File: config.mk
export PLATFORM = sky130hd
export DESIGN_NAME = wake_detect
export DESIGN_NICKNAME = d
export VERILOG_FILES = /design/src/rtl/wk_pkg.sv /design/src/rtl/wk_src_select.sv /design/src/rtl/wk_ring_latch.sv /design/src/rtl/wk_edge_ctrl.sv /design/src/rtl/wake_detect.sv
export SDC_FILE = /design/constraint.sdc
export NUM_CORES = 1
export LEC_CHECK = 0
export ABC_AREA = 1
export BUFFER_PORTS_ARGS = -buffer_cell sky130_fd_sc_hd__buf_2
export CAP_MARGIN = 20
export CORE_UTILIZATION = 23
export CTS_BUF_LIST = sky130_fd_sc_hd__clkbuf_4
export DETAILED_ROUTE_END_ITERATION = 8
export PLACE_DENSITY = 0.52
export SLEW_MARGIN = 20
export SYNTH_ARGS = -nofsm -noshare
export SYNTH_HDL_FRONTEND = slang
export SYNTH_HIERARCHICAL = 1
export SYNTH_SLANG_ARGS = --single-unit
File: constraint.sdc
create_clock -name clk -period 1.1 [get_ports clk]
set_input_delay 0 -clock clk [delete_from_list [all_inputs] [get_ports clk]]
set_output_delay 0 -clock clk [all_outputs]
set_load 0.005 [all_outputs]
File: src/rtl/wk_pkg.sv
package wk_pkg;
    localparam int STAT_W  = 4;
    localparam int CLS_IRQ = 0;
    localparam int CLS_DRQ = 1;
    localparam int CLS_RNG = 2;
    localparam int CLS_SUS = 3;

    typedef struct packed {
        logic ring_prev;
        logic held;
    } ring_state_t;

    typedef struct packed {
        logic [STAT_W-1:0] stat;
        logic              pend;
        logic              wake;
        logic              comb;
    } ctrl_state_t;
endpackage

File: src/rtl/wk_src_select.sv
module wk_src_select
    import wk_pkg::*;
#(
    parameter int IRQ_N  = 3,
    parameter int DRQ_N  = 8,
    parameter int MASK_W = IRQ_N + 4
) (
    input  logic [IRQ_N-1:0]  irq_req,
    input  logic [IRQ_N-1:0]  irq_ctl_en,
    input  logic [DRQ_N-1:0]  drq_req,
    input  logic              ring_held,
    input  logic              susp_in,
    input  logic [MASK_W-1:0] act_mask,
    input  logic              lbus_mode,
    output logic [STAT_W-1:0] cls
);
    localparam int MB_IRQ0 = 3;
    localparam int MB_RING = MB_IRQ0 + IRQ_N;

    // slot 0: not eligible; slot k (1..3): mask bit k-1
    function automatic logic [1:0] drq_slot(input logic lb, input int line);
        logic [1:0] s;
        s = 2'd0;
        if (lb) begin
            if (line == 1) s = 2'd1;
            else if (line == 2) s = 2'd2;
            else if (line == 5) s = 2'd3;
        end else begin
            if (line == 1) s = 2'd1;
            else if (line == 5) s = 2'd2;
            else if (line == 3 || line == 4 || line == 6 || line == 7) s = 2'd3;
        end
        return s;
    endfunction

    logic [IRQ_N-1:0] irq_hit;
    logic [DRQ_N-1:0] drq_hit;

    genvar gi;
    generate
        for (gi = 0; gi < IRQ_N; gi++) begin : g_irq
            assign irq_hit[gi] = irq_req[gi] & irq_ctl_en[gi] & act_mask[MB_IRQ0+gi];
        end
    endgenerate

    always_comb begin
        drq_hit = '0;
        for (int j = 0; j < DRQ_N; j++) begin
            case (drq_slot(lbus_mode, j))
                2'd1:    drq_hit[j] = drq_req[j] & act_mask[0];
                2'd2:    drq_hit[j] = drq_req[j] & act_mask[1];
                2'd3:    drq_hit[j] = drq_req[j] & act_mask[2];
                default: drq_hit[j] = 1'b0;
            endcase
        end
    end

    always_comb begin
        cls          = '0;
        cls[CLS_IRQ] = |irq_hit;
        cls[CLS_DRQ] = |drq_hit;
        cls[CLS_RNG] = ring_held & act_mask[MB_RING];
        cls[CLS_SUS] = susp_in;
    end
endmodule

File: src/rtl/wk_ring_latch.sv
module wk_ring_latch
    import wk_pkg::*;
(
    input  logic clk,
    input  logic rst_n,
    input  logic ring_in,
    input  logic refresh_stb,
    output logic held
);
    ring_state_t st_d, st_q;
    logic        ring_rise;

    always_comb begin
        st_d           = st_q;
        ring_rise      = ring_in & ~st_q.ring_prev;
        st_d.ring_prev = ring_in;
        st_d.held      = (st_q.held & ~refresh_stb) | ring_rise;
    end

    always_ff @(posedge clk) begin
        if (!rst_n) st_q <= '0;
        else        st_q <= st_d;
    end

    assign held = st_q.held;

    AST_RING_HOLDS: assert property (@(posedge clk) disable iff (!rst_n)
        (st_q.held && !refresh_stb) |=> st_q.held);
    AST_RING_DROPS: assert property (@(posedge clk) disable iff (!rst_n)
        (refresh_stb && !(ring_in && !st_q.ring_prev)) |=> !st_q.held);
endmodule

File: src/rtl/wk_edge_ctrl.sv
module wk_edge_ctrl
    import wk_pkg::*;
(
    input  logic              clk,
    input  logic              rst_n,
    input  logic [STAT_W-1:0] cls,
    input  logic              hdl_active,
    input  logic              stat_clr_we,
    input  logic [STAT_W-1:0] stat_clr_data,
    output logic              wake_pulse,
    output logic [STAT_W-1:0] resume_stat
);
    ctrl_state_t       st_d, st_q;
    logic              comb_src;
    logic              rise;
    logic [STAT_W-1:0] set_bits;
    logic [STAT_W-1:0] clr_bits;

    always_comb begin
        st_d      = st_q;
        comb_src  = |cls;
        rise      = comb_src & ~st_q.comb;
        st_d.comb = comb_src;
        st_d.wake = ~hdl_active & (rise | st_q.pend);
        st_d.pend =  hdl_active & (rise | st_q.pend);
        set_bits  = rise ? cls : '0;
        set_bits[CLS_RNG] = set_bits[CLS_RNG] | cls[CLS_RNG];
        clr_bits  = stat_clr_we ? stat_clr_data : '0;
        st_d.stat = (st_q.stat & ~clr_bits) | set_bits;
    end

    always_ff @(posedge clk) begin
        if (!rst_n) st_q <= '0;
        else        st_q <= st_d;
    end

    assign wake_pulse  = st_q.wake;
    assign resume_stat = st_q.stat;

    AST_NO_WAKE_IN_HDL: assert property (@(posedge clk) disable iff (!rst_n)
        st_q.wake |-> !$past(hdl_active));
    AST_PEND_RELEASE: assert property (@(posedge clk) disable iff (!rst_n)
        (st_q.pend && !hdl_active) |=> st_q.wake);
    AST_STAT_STICKY: assert property (@(posedge clk) disable iff (!rst_n)
        !$past(stat_clr_we) |-> ((st_q.stat & $past(st_q.stat)) == $past(st_q.stat)));
    AST_SUSP_WAKES: assert property (@(posedge clk) disable iff (!rst_n)
        (cls[CLS_SUS] && !st_q.comb && !hdl_active) |=> st_q.wake);
endmodule

File: src/rtl/wake_detect.sv
module wake_detect
    import wk_pkg::*;
#(
    parameter int IRQ_N = 3,
    parameter int DRQ_N = 8,
    localparam int MASK_W = IRQ_N + 4
) (
    input  logic              clk,
    input  logic              rst_n,
    input  logic [IRQ_N-1:0]  irq_req,
    input  logic [IRQ_N-1:0]  irq_ctl_en,
    input  logic [DRQ_N-1:0]  drq_req,
    input  logic              ring_in,
    input  logic              susp_in,
    input  logic [MASK_W-1:0] act_mask,
    input  logic              lbus_mode,
    input  logic              hdl_active,
    input  logic              refresh_stb,
    input  logic              stat_clr_we,
    input  logic [STAT_W-1:0] stat_clr_data,
    output logic              wake_pulse,
    output logic [STAT_W-1:0] resume_stat
);
    logic              ring_held;
    logic [STAT_W-1:0] cls;

    wk_ring_latch u_ring (
        .clk         (clk),
        .rst_n       (rst_n),
        .ring_in     (ring_in),
        .refresh_stb (refresh_stb),
        .held        (ring_held)
    );

    wk_src_select #(
        .IRQ_N  (IRQ_N),
        .DRQ_N  (DRQ_N),
        .MASK_W (MASK_W)
    ) u_sel (
        .irq_req    (irq_req),
        .irq_ctl_en (irq_ctl_en),
        .drq_req    (drq_req),
        .ring_held  (ring_held),
        .susp_in    (susp_in),
        .act_mask   (act_mask),
        .lbus_mode  (lbus_mode),
        .cls        (cls)
    );

    wk_edge_ctrl u_ctrl (
        .clk           (clk),
        .rst_n         (rst_n),
        .cls           (cls),
        .hdl_active    (hdl_active),
        .stat_clr_we   (stat_clr_we),
        .stat_clr_data (stat_clr_data),
        .wake_pulse    (wake_pulse),
        .resume_stat   (resume_stat)
    );
endmodule

# ---- Word level (Yosys, flattened, before mapping)
# Index checks and enable logic that the tools add are counted.
dict set report op_classes {
  add_sub_neg 0
  multipliers 0
  div 0
  order_cmp 0
  eq_ne 9
  n_shift 0
  n_mux 11
  n_bitwise 41
  n_reduce_logical 3
}
# cell count
set ops {}
lappend ops {{$and A1 B1 Y1} 31}
lappend ops {{$pmux W1 S3} 6}
lappend ops {{$eq A2 B2 Y1 const B} 6}
lappend ops {{$reduce_or A12 Y1} 1}
lappend ops {{$mux W4} 2}
lappend ops {{$reduce_or A7 Y1} 1}
lappend ops {{$eq A2 B1 Y1 const B} 3}
lappend ops {{$and A4 B4 Y4} 1}
lappend ops {{$mux W2} 2}
lappend ops {{$not A1 Y1} 4}
lappend ops {{$not A4 Y4} 1}
lappend ops {{$or A4 B4 Y4} 1}
lappend ops {{$or A1 B1 Y1} 3}
lappend ops {{$reduce_or A3 Y1} 1}
lappend ops {{$mux W1} 1}
dict set report totals {
  regBits 9
  latchBits 0
  mem_bits_rw 0
  mem_bits_ro 0
  inputBits 33
  output_inout_bits 5
  mem_count 0
}

# ---- Logic depth before layout (Yosys ltp)
# Gate-level depths: netlist (run 1).
dict set report depth {
  depth_word 8
  mapped_depth 11
}

# ---- Modules after synthesis
# The synthesis (run 1) kept the hierarchy.
# mod n_inst cells_per_inst area_each_um2
set modules_own_cells {}
lappend modules_own_cells {wk_edge_ctrl 1 39 281.5}
lappend modules_own_cells {wk_src_select 1 25 115.1}
lappend modules_own_cells {wk_ring_latch 1 9 68.8}

# ---- Worst setup path after synthesis (run 1)
# Ideal clock, no wire load.
dict set report synth_path {
  path_type {reg2reg}
  start {register u_ring.st_q (netlist bit u_ring/held)}
  end {register u_ctrl/st_q[2] in the netlist's numbering}
  setup_time_ps 111
  t_arrival_ps 723
  required_ps 989
  slack_ps 267
  stages_incl_launch_ff 9
  path_buffers 0
  cell_sequence {dfxtp_1 -> nand2_1 -> inv_1 -> nor2_1 -> nand2_1 -> nand2_1 -> nand2_1 -> nand2_1 -> nor2_1}
}
dict set report synth_between {
  elab_chain_len 5
}
# element line
set synth_rtl {}
lappend synth_rtl {{from (decl)} wk_ring_latch.sv:10} ;# ring_state_t st_d, st_q;
lappend synth_rtl {{from (signal assigned)} wk_ring_latch.sv:22} ;# else st_q <= st_d;
lappend synth_rtl {{$and A1 B1 Y1} wk_src_select.sv:62} ;# cls[CLS_RNG] = ring_held & act_mask[MB_RING];
lappend synth_rtl {{via cls[2]} wake_detect.sv:25} ;# logic [STAT_W-1:0] cls;
lappend synth_rtl {{$reduce_or A12 Y1} wk_edge_ctrl.sv:21} ;# comb_src = |cls;
lappend synth_rtl {{$and A1 B1 Y1} wk_edge_ctrl.sv:22} ;# rise = comb_src & ~st_q.comb;
lappend synth_rtl {{$or A1 B1 Y1} wk_edge_ctrl.sv:25} ;# st_d.pend = hdl_active & (rise | st_q.pend);
lappend synth_rtl {{$and A1 B1 Y1} wk_edge_ctrl.sv:25}
lappend synth_rtl {{to (signal assigned)} wk_edge_ctrl.sv:34} ;# else st_q <= st_d;
lappend synth_rtl {{to (decl)} wk_edge_ctrl.sv:13} ;# ctrl_state_t st_d, st_q;
# The timed path passes the listed nets, and every way through them passes these cells.
# A chain may end at the register's enable or synchronous reset.

# ---- Worst setup path in the final report (run 1)
dict set report layout_path {
  start {register u_ring.st_q (netlist bit u_ring/held)}
  end {register u_ctrl.st_q (netlist bit u_ctrl/wake_pulse)}
}
dict set report layout_between {
  elab_chain_len 5
}
# element line
set layout_rtl {}
lappend layout_rtl {{$and A1 B1 Y1} wk_src_select.sv:62}
lappend layout_rtl {{via cls[2]} wake_detect.sv:25}
lappend layout_rtl {{$reduce_or A12 Y1} wk_edge_ctrl.sv:21}
lappend layout_rtl {{$and A1 B1 Y1} wk_edge_ctrl.sv:22}
lappend layout_rtl {{$or A1 B1 Y1} wk_edge_ctrl.sv:24} ;# st_d.wake = ~hdl_active & (rise | st_q.pend);
lappend layout_rtl {{$and A1 B1 Y1} wk_edge_ctrl.sv:24}
# The timed path passes the listed nets, and every way through them passes these cells.

==> results.md, run 1 <==
* Post-synth cell types at 10
* Net Count, Synth at 106
* Final setup fails at 0
* Hold_sp: stat_clr_data[1]
* Fillers at 207
* Multi-input gate area at 203 um^2
* Storage element area at 180 um^2
* H-tree levels at 1
* Peak VDD IR at 0.000711 V
* Hpwl dp at 827 um
* Setup TNS Final at 0 ns
* Power per standard cell area at 1090 nW/um^2
* CTS tree: done
* First-pass GRT wire length at 1570 um
* Ys flop type: dfxtp_1
* Comb pwr share at 20.6%
* Critical Path AT at 1.07 ns
* Total number of vias at 542
* GRT Overall Usage at 10.3%
* CTS Root Cell: clkbuf_4
* Clock-pin slew on the worst setup and hold paths at 0.06 ns
* Setup bufs post-CTS at 0
* Synth cell count leaders: 21 x nand2_1, 11 x inv_1, 11 x nor2_1, 9 x dfxtp_1, 8 x nand3_1
* Hold WC Path Type: primary input to register
* Mapped cell area at 465 um^2
* Die Span X at 47.0 um
* MaxCap Viol Count at 0
* Clock Power Share at 34.5%
* Seq pwr share at 45.0%
* Maximum clock frequency at 1090 MHz
* Sw frac at 23.8%
* Final worst-path cycle share at 83.4%
* CTS sink cnt at 9
* Antenna Violating Nets Remaining at 0
* Crit Path Category: register to register
* Maximum clock path buffer count at 2
* Status: finished clean
* Final Skew at 0.00627 ns
* Hold Slack at 0.0130 ns
* Top post-synthesis cells by area: dfxtp_1 39%, nand2_1 17%, inv_1 8.9%
* Leading area contributor after synthesis: dfxtp_1
* Mean routed wirelength per cell at 7.28 um
* GR Overflow Total at 0
* Overall routed net length at 1010 um
* Post-synth EDFFs at 0
* N_diodes at 0
* I/O pin count at 38
* RSZ-0062 raised after global routing: no
* Finished Core Util at 40.5%
* Most common cell in the netlist: nand2_1
* CP endpoint kind: register
* Layout cells sized above 1 at 36.8%
* FF-to-FF Start: u_ring/held
* Syn Inst Count at 73
* Asr flop ratio synth at 0%
* Input/output buffers at 36
* Via/cell ratio at 3.90
* Yosys reg bits at 9
* Top cell type's share of synthesized area at 38.7%
* Setup slack, reg-to-reg at 0.18 ns
* Worst setup path end: u_ctrl/wake_pulse
* Worst path required time at 1.25 ns
* Worst Path Max Fanout at 2
* Shortest period the worst path allows at 0.918 ns
* Core area at 1800 um^2
* Vias in the first global route at 451
* Syn-to-layout area delta at 56.7%
* Sequential share of the synthesized area at 38.7%
* Initial DRC Count at 4
* Final GP Congestion at 0.619
* CP Launch Point: u_ring/held
* Num CTS Buffers at 3
* Worst Tran Pin Value at 0.160 ns
* Crit path launch type: register
* Worst Reg-to-Reg Cells at 8
* Final-report hold violation count at 0
* Worst reg2reg endpoint: u_ctrl/wake_pulse
* Std cell rows at 15
* Internal at 0.000605 W
* Largest net degree at the start of global routing at 6
* Leakage Power at 0.427 nW
* DRC viols at 0
* Clock Latency Late Sink at 0.26 ns
* Mean post-synth cell area at 6.38 um^2
* Switching power at 0.000189 W
* First-pass DRT Iterations at 4
* Fin. max-slew vios at 0
* Fin nets at 148
* Starting Density at 25.8%
* DIE HEIGHT at 47.0 um
* YS warnings at 6
* Initial antenna violation count at 0
* Slew Limit Headroom at 89.3%
* Die area at 2210 um^2
[worst max-delay path, stage by stage (launching register included)]
cell	delay, ns
dfxtp_1	0.31
nand2_1	0.06
inv_1	0.05
nor2_1	0.12
nand2_1	0.07
nand2_1	0.06
nand2_1	0.04
nand2_1	0.07
nor2_1	0.04
[sequential cells by signal, indices dropped and copies added (netlist names)]
| name | cells |
|---|---|
| u_ring/st_q | 1 |
| u_ctrl/wake_pulse | 1 |
| u_ctrl/st_q | 2 |
| u_ctrl/resume_stat | 4 |
| u_ring/held | 1 |
[cell type report]
cell class / count / share of cell area [%]
Tap cell: 25 / 4.29
Inverter: 12 / 6.17
Clock buffer: 4 / 4.12
Sequential cell: 9 / 24.7
Multi-Input combinational cell: 47 / 27.8
Timing Repair Buffer: 42 / 32.9
[logic make-up (layout without fill, tap and decap cells)]
family / after synthesis / after routing / synth area share (%)
simple gates: 42 / 42 / 38.2
buf+inv: 17 / 58 / 17.7
flops: 9 / 9 / 38.7
compound gates: 5 / 5 / 5.38
[per-layer routing]
layer  share of wire [%]  vias to the layer above  global-route usage (%)
li1                    -                      299                       -
met1                  44                      222                    10.3
met2                  45                       21                    18.9
met3                  10                        0                    5.77
met4                   0                        0                    1.71
met5                   0                        -                       0
[how the worst min path moves through the flow]
stage                                  endpoint  slack, ns  cells after the start
final                     u_ctrl/resume_stat[1]       0.01                      4
after global routing      u_ctrl/resume_stat[1]       0.03                      4
after CTS                 u_ctrl/resume_stat[1]      0.004                      4
after detailed placement      u_ctrl/wake_pulse       0.18                      2
after global placement        u_ctrl/wake_pulse       0.17                      2
after floorplan               u_ctrl/wake_pulse       0.07                      1
[power by group through the flow]
stage	logic, W	clock network [W]	registers, W
2_1_floorplan	0.0000827	0	0.000364
3_3_place_gp	0.000146	0	0.000364
3_5_place_dp	0.000149	0	0.000364
4_1_cts	0.000166	0.000292	0.000357
5_1_grt	0.000187	0.000306	0.000359
6_report	0.000163	0.000273	0.000357
[per-stage QoR]
step / instances / area (um^2) / worst slack [ns] / power [W]
2_1_floorplan: 73 / 465 / 0.267 / 0.000447
3_3_place_gp: 129 / 639 / 0.0829 / 0.000510
3_5_place_dp: 129 / 639 / 0.0740 / 0.000513
4_1_cts: 139 / 729 / 0.173 / 0.000815
5_1_grt: 139 / 729 / 0.0854 / 0.000851
6_report: 139 / 729 / 0.182 / 0.000793
[cells in the final DEF, fill, tap and decap left out]
| cell type | netlist | final |
|---|---|---|
| buf_2 | 0 | 36 |
| dlygate4sd3_1 | 0 | 6 |
| a21oi_1 | 5 | 5 |
| nor2_4 | 1 | 1 |
| nand2_1 | 21 | 21 |
| dfxtp_1 | 9 | 9 |
| clkbuf_4 | 0 | 4 |
| inv_2 | 1 | 1 |
| nor2_1 | 11 | 11 |
| nand3_1 | 8 | 8 |
| or2_1 | 1 | 1 |
| inv_1 | 11 | 11 |
[timing repair]
item                                   4_1_cts  5_1_grt
gates resized for setup                      0        0
setup endpoints to repair                    0        0
hold buffers                                 6        0
endpoints found under the hold margin        5        0
Power figures use the tool's default switching activity.
==> run 2, diff against run 1 <==
clock period = 0.9 ns   (was 1.1 ns; I/O delays follow)
==> results.md, run 2 (synthesis results as in run 1) <==
* Starting Density at 25.8% (unchanged)
* Shortest period the worst path allows at 0.905 ns
* Hold WC Path Type: primary input to register
* CTS tree: done
* Worst Path Max Fanout at 2 (unchanged)
* Die area at 2210 um^2 (unchanged)
* Cell mode on critical path: nand2_1
* Overall routed net length at 1050 um (+3.9%)
* Hold Path Stages at 4 (unchanged)
* Slew Limit Headroom at 88.7% (-0.63 points)
* First-pass GRT wire length at 1570 um (-0.45%)
* Final setup fails at 2 (+2)
* DIE HEIGHT at 47.0 um (unchanged)
* DRC viols at 0 (unchanged)
* GRT Overall Usage at 10.8% (+0.47 points)
* Slowest-stage cell, CP: dlygate4sd3_1
* Crit path launch type: primary input
* I/O pin count at 38 (unchanged)
* RSZ-0062 raised after global routing: yes
* Vias in the first global route at 431 (-4.4%)
* Peak VDD IR at 0.000875 V (+23%)
* CTS sink cnt at 9 (unchanged)
* CTS Root Cell: clkbuf_4
* Layout cells sized above 1 at 40.9% (+4.0 points)
* Antenna Violating Nets Remaining at 0 (unchanged)
* Status: finished with violations
* Std cell rows at 15 (unchanged)
* Die Span X at 47.0 um (unchanged)
* Worst Reg-to-Reg Cells at 8 (unchanged)
* Setup TNS Final at -0.00787 ns (-0.00787 ns)
* Setup slack after layout at -0.00482 ns (-0.187 ns)
* CP endpoint kind: register
* Mean routed wirelength per cell at 7.51 um (+3.1%)
* Placed insts at 130 (+0.78%)
* Crit path cell chain: dlygate4sd3_1 -> buf_2 -> nor2_1 -> nand2_1 -> nand2_1 -> nand2_1 -> nand2_1 -> nor2_1
* Leakage Power at 0.433 nW (+1.3%)
* First-pass DRT Iterations at 3 (-1)
* MaxCap Viol Count at 0 (unchanged)
* Crit Path Category: primary input to register
* Worst path required time at 1.05 ns (-0.20 ns)
* Most common cell after layout, fill and taps aside: buf_2
* Final GP Congestion at 0.681 (+9.9%)
* Critical path buffers and inverters at 2 (+1)
* N_diodes at 0 (unchanged)
* Power per standard cell area at 1320 nW/um^2 (+22%)
* Setup bufs post-CTS at 0 (unchanged)
* Multi-input gate area at 213 um^2 (+4.9%)
* Final-report hold violation count at 0 (unchanged)
* Maximum clock path buffer count at 2 (unchanged)
* Worst Tran Pin Value at 0.169 ns (+0.00919 ns)
* Family with the most delay on the worst path: buffers and inverters
* Final worst-path cycle share at 101%
* Hpwl dp at 820 um (-0.89%)
* Failing checks: setup timing
* Initial DRC Count at 3 (-1)
* Fin nets at 149 (+0.68%)
* GR Overflow Total at 0 (unchanged)
* Initial antenna violation count at 0 (unchanged)
* Input/output buffers at 36 (unchanged)
* Via/cell ratio at 3.85 (-1.3%)
* Clock Latency Late Sink at 0.26 ns (about the same)
* Storage element area at 181 um^2 (+0.69%)
* Fillers at 205 (-0.97%)
* Critical path depth in cells at 8 (unchanged)
* Total number of vias at 539 (-0.55%)
* Maximum clock frequency at 1110 MHz
* Clock-pin slew on the worst setup and hold paths at 0.06 ns (about the same)
* Fin. max-slew vios at 0 (unchanged)
* Core area at 1800 um^2 (unchanged)
* Most frequent cells in the layout: 36 x buf_2, 20 x nand2_1, 10 x inv_1, 10 x nor2_1
* Crit path largest cell delay at 0.53 ns (+0.22 ns)
* Fin cells at 140 (+0.72%)
* Largest net degree at the start of global routing at 6 (unchanged)
* Critical Path AT at 1.06 ns (about the same)
* Syn-to-layout area delta at 60.8%
* Num CTS Buffers at 3 (unchanged)
* Final Skew at 0.00727 ns (+0.000999 ns)
* Max reg flops at 4 (unchanged)
* H-tree levels at 1 (unchanged)
[run 2: cell count changes in the layout (fill, tap and decap cells not counted), sizes merged]
cell / before / now
buf: 36 / 37
[run 2: metrics by stage]
step / power (W) / hold WS, ns / area, um^2 / util [%] / worst slack, ns
CTS: 0.000998 / 0.000549 / 729 / 40.5 / 0.00711
detailed placement: 0.000630 / 0.177 / 647 / 35.9 / -0.119
finish: 0.000990 / 0.00810 / 748 / 41.5 / -0.00482
global placement: 0.000628 / 0.173 / 647 / 35.9 / -0.0803
global route: 0.00107 / 0.0145 / 748 / 41.5 / -0.0905
floorplan: 0.000546 / 0.0724 / 465 / - / 0.0668
[run 2: where the power goes]
part / leakage, nW / internal, W / total, W / switching (W)
registers: 0.0748 / 0.000427 / 0.000437 / 0.0000102
clock network: 0.0184 / 0.000201 / 0.000341 / 0.000141
logic: 0.340 / 0.000117 / 0.000211 / 0.0000938
total: 0.433 / 0.000745 / 0.000990 / 0.000244
[run 2: cell type report]
type / instances / share of cell area (%)
Timing Repair Buffer: 43 / 33.1
Multi-Input combinational cell: 47 / 28.4
Sequential cell: 9 / 24.2
Inverter: 12 / 6.02
Tap cell: 25 / 4.18
Clock buffer: 4 / 4.01
[run 2: repair_timing]
item	CTS	global route
setup endpoints to repair	2	3
endpoints found under the hold margin	5	1
hold buffers	5	1
gates resized for setup	1	4
gates cloned	0	0
pin swaps	0	6
[run 2: worst paths after layout]
check	start	slack, ns	end
max reg2reg	u_ring/held	-0.005	u_ctrl/wake_pulse
min reg2reg	u_ctrl/resume_stat[1]	0.46	u_ctrl/resume_stat[1]
min	stat_clr_data[0]	0.008	u_ctrl/resume_stat[0]
max	susp_in	-0.005	u_ctrl/wake_pulse
[run 2: worst register-to-register path: stages (launching register included)]
cell and delay (ns):
dfxtp_2 0.32, nand2_2 0.05, inv_2 0.04, nor2_4 0.10, nand2_1 0.06, nand2_1 0.07, nand2_1 0.05, nand2_1 0.07
nor2_1 0.04
[run 2: routing by layer]
metal	wire length [um]	up-vias	part of all wire, %	track usage [%]
li1	-	299	-	-
met1	444	216	42	11.4
met2	468	22	45	16.7
met3	127	2	12	6.92
met4	10	0	0.95	5.14
met5	0	-	0	0
==> run 3, diff against run 2 <==
SETUP_SLACK_MARGIN = 0.5   (was unset)
==> results.md, run 3 (synthesis results as in run 1) <==
* Final GP Congestion at 0.667 (-2.0%)
* Worst Path Max Fanout at 2 (unchanged)
* Vias in the first global route at 485 (+13%)
* Most frequent cells in the layout: 32 x buf_2, 19 x nand2_1, 10 x inv_1, 10 x nor2_1, 8 x nand3_1
* CP endpoint kind: register
* Fillers at 218 (+6.3%)
* Storage element area at 188 um^2 (+3.4%)
* Multi-input gate area at 221 um^2 (+4.1%)
* Failing checks: hold timing
* Max reg flops at 4 (unchanged)
* GRT Overall Usage at 11.7% (+0.95 points)
* GR Overflow Total at 0 (unchanged)
* M1 GR Usage at 10.5% (-0.93 points)
* CTS sink cnt at 9 (unchanged)
* Hold Slack at -0.0968 ns (-0.105 ns)
* First-pass DRT Iterations at 2 (-1)
* Hold Path Stages at 2 (-2)
* Fin nets at 143 (-4.0%)
* DRC viols at 0 (unchanged)
* Final worst-path cycle share at 96.9% (-3.7 points)
* Cell mode on critical path: nand2_1
* Busiest layer in global routing: met2
* Clock-pin slew on the worst setup and hold paths at 0.05 ns (about the same)
* Num CTS Buffers at 3 (unchanged)
* Worst Reg-to-Reg Cells at 8 (unchanged)
* Final Skew at 0.000786 ns (-0.00648 ns)
* Die area at 2210 um^2 (unchanged)
* Die Span X at 47.0 um (unchanged)
* Maximum clock path buffer count at 2 (unchanged)
* RSZ-0062 raised after global routing: yes
* Crit path largest cell delay at 0.32 ns (-0.21 ns)
* Peak VDD IR at 0.00112 V (+29%)
* Hpwl dp at 834 um (+1.7%)
* Crit Path Category: register to register
* Critical path depth in cells at 8 (unchanged)
* Hold WC Path Type: primary input to register
* H-tree levels at 1 (unchanged)
* Initial DRC Count at 4 (+1)
* First-pass GRT wire length at 1770 um (+13%)
* Fin cells at 134 (-4.3%)
* Fin. max-slew vios at 0 (unchanged)
* Maximum clock frequency at 1150 MHz (+3.8%)
* Input/output buffers at 36 (unchanged)
* Worst path required time at 1.05 ns (about the same)
* Total number of vias at 509 (-5.6%)
* Family with the most delay on the worst path: simple AND/OR/NAND/NOR gates
* Setup TNS Final at 0 ns (+0.00787 ns)
* Final setup fails at 0 (-2)
* Std cell rows at 15 (unchanged)
* Antenna Violating Nets Remaining at 0 (unchanged)
* Mean routed wirelength per cell at 7.22 um (-3.8%)
* Syn-to-layout area delta at 56.5%
* DIE HEIGHT at 47.0 um (unchanged)
* Clock Latency Late Sink at 0.25 ns (about the same)
* Slowest-stage cell, CP: dfxtp_2
* Met2 GRT Util at 21.7% (+5.0 points)
* Met3 usage at 7.31% (+0.38 points)
* Status: finished with violations
* Largest net degree at the start of global routing at 6 (unchanged)
* Starting Density at 25.8% (unchanged)
* Core area at 1800 um^2 (unchanged)
* I/O pin count at 38 (unchanged)
* Leakage Power at 0.412 nW (-4.7%)
* N_diodes at 0 (unchanged)
* Crit path launch type: register
* CTS tree: done
* Final-report hold violation count at 4 (+4)
* Shortest period the worst path allows at 0.872 ns (-0.0331 ns)
* Overall routed net length at 968 um (-7.9%)
* MaxCap Viol Count at 0 (unchanged)
* Most common cell after layout, fill and taps aside: buf_2
* Layout cells sized above 1 at 51.4% (+11 points)
* Slew Limit Headroom at 86.9% (-1.8 points)
* Initial antenna violation count at 0 (unchanged)
* CTS Root Cell: clkbuf_4
* Worst Tran Pin Value at 0.196 ns (+0.0275 ns)
* Via/cell ratio at 3.80 (-1.3%)
* Crit path cell chain: nand2_2 -> inv_2 -> nor2_2 -> nand2_1 -> nand2_1 -> nand2_1 -> nand2_1 -> nor2_1
* Power per standard cell area at 1350 nW/um^2 (+1.7%)
* Placed insts at 129 (-0.77%)
* Critical Path AT at 1.03 ns (-0.03 ns)
* Critical path buffers and inverters at 1 (-1)
[run 3: repair_timing]
item                                    4_1_cts  5_1_grt
endpoints found under the setup margin       13       13
hold endpoints to repair                      5        5
buffers inserted                              0        1
pin swaps                                     1        5
gates resized for setup                       0       12
[run 3: final timing paths]
path | to | from | slack [ns]
worst max-delay path | u_ctrl/wake_pulse | u_ring/held | 0.03
worst min-delay path | u_ctrl/wake_pulse | hdl_active | -0.1
worst max register to register | u_ctrl/wake_pulse | u_ring/held | 0.03
worst min register to register | u_ring/held | u_ring/st_q[1] | 0.47
[run 3: report_power, final]
part	switching (W)	total, W	leakage [nW]	internal (W)
sequential	0.0000144	0.000445	0.0763	0.000431
combinational	0.0000902	0.000207	0.318	0.000117
clock	0.000128	0.000328	0.0184	0.000200
[run 3: cell type report]
type	count	area share, %
multi-input combinational	47	30.4
timing repair buffer	37	29.2
sequential	9	25.8
inverter	12	6.19
tap	25	4.30
clock buffer	4	4.12
[run 3: worst reg2reg max path: cells and delay by family, from the launching register on]
| kind | cells | cell delay, ns |
|---|---|---|
| DFF | 1 | 0.32 |
| buffers and inverters | 1 | 0.04 |
| and+or+nand+nor | 7 | 0.42 |
[run 3: per-stage QoR]
stage	area, um^2	worst slack [ns]	utilization, %	hold WS [ns]	power [W]
4_1_cts	676	-0.00134	37.5	-0.0999	0.000966
6_report	728	0.0282	40.4	-0.0968	0.000980
2_1_floorplan	487	0.0668	-	0.0724	0.000559
3_3_place_gp	646	-0.0790	35.8	0.174	0.000628
5_1_grt	728	-0.0503	40.4	-0.0934	0.00106
3_5_place_dp	646	-0.110	35.8	0.180	0.000630
[run 3: per-layer routing]
metal,part of all wire (%),vias to the layer above
li1,-,286
met1,40,210
met2,54,13
met3,6.2,0
met4,0,0
met5,0,-
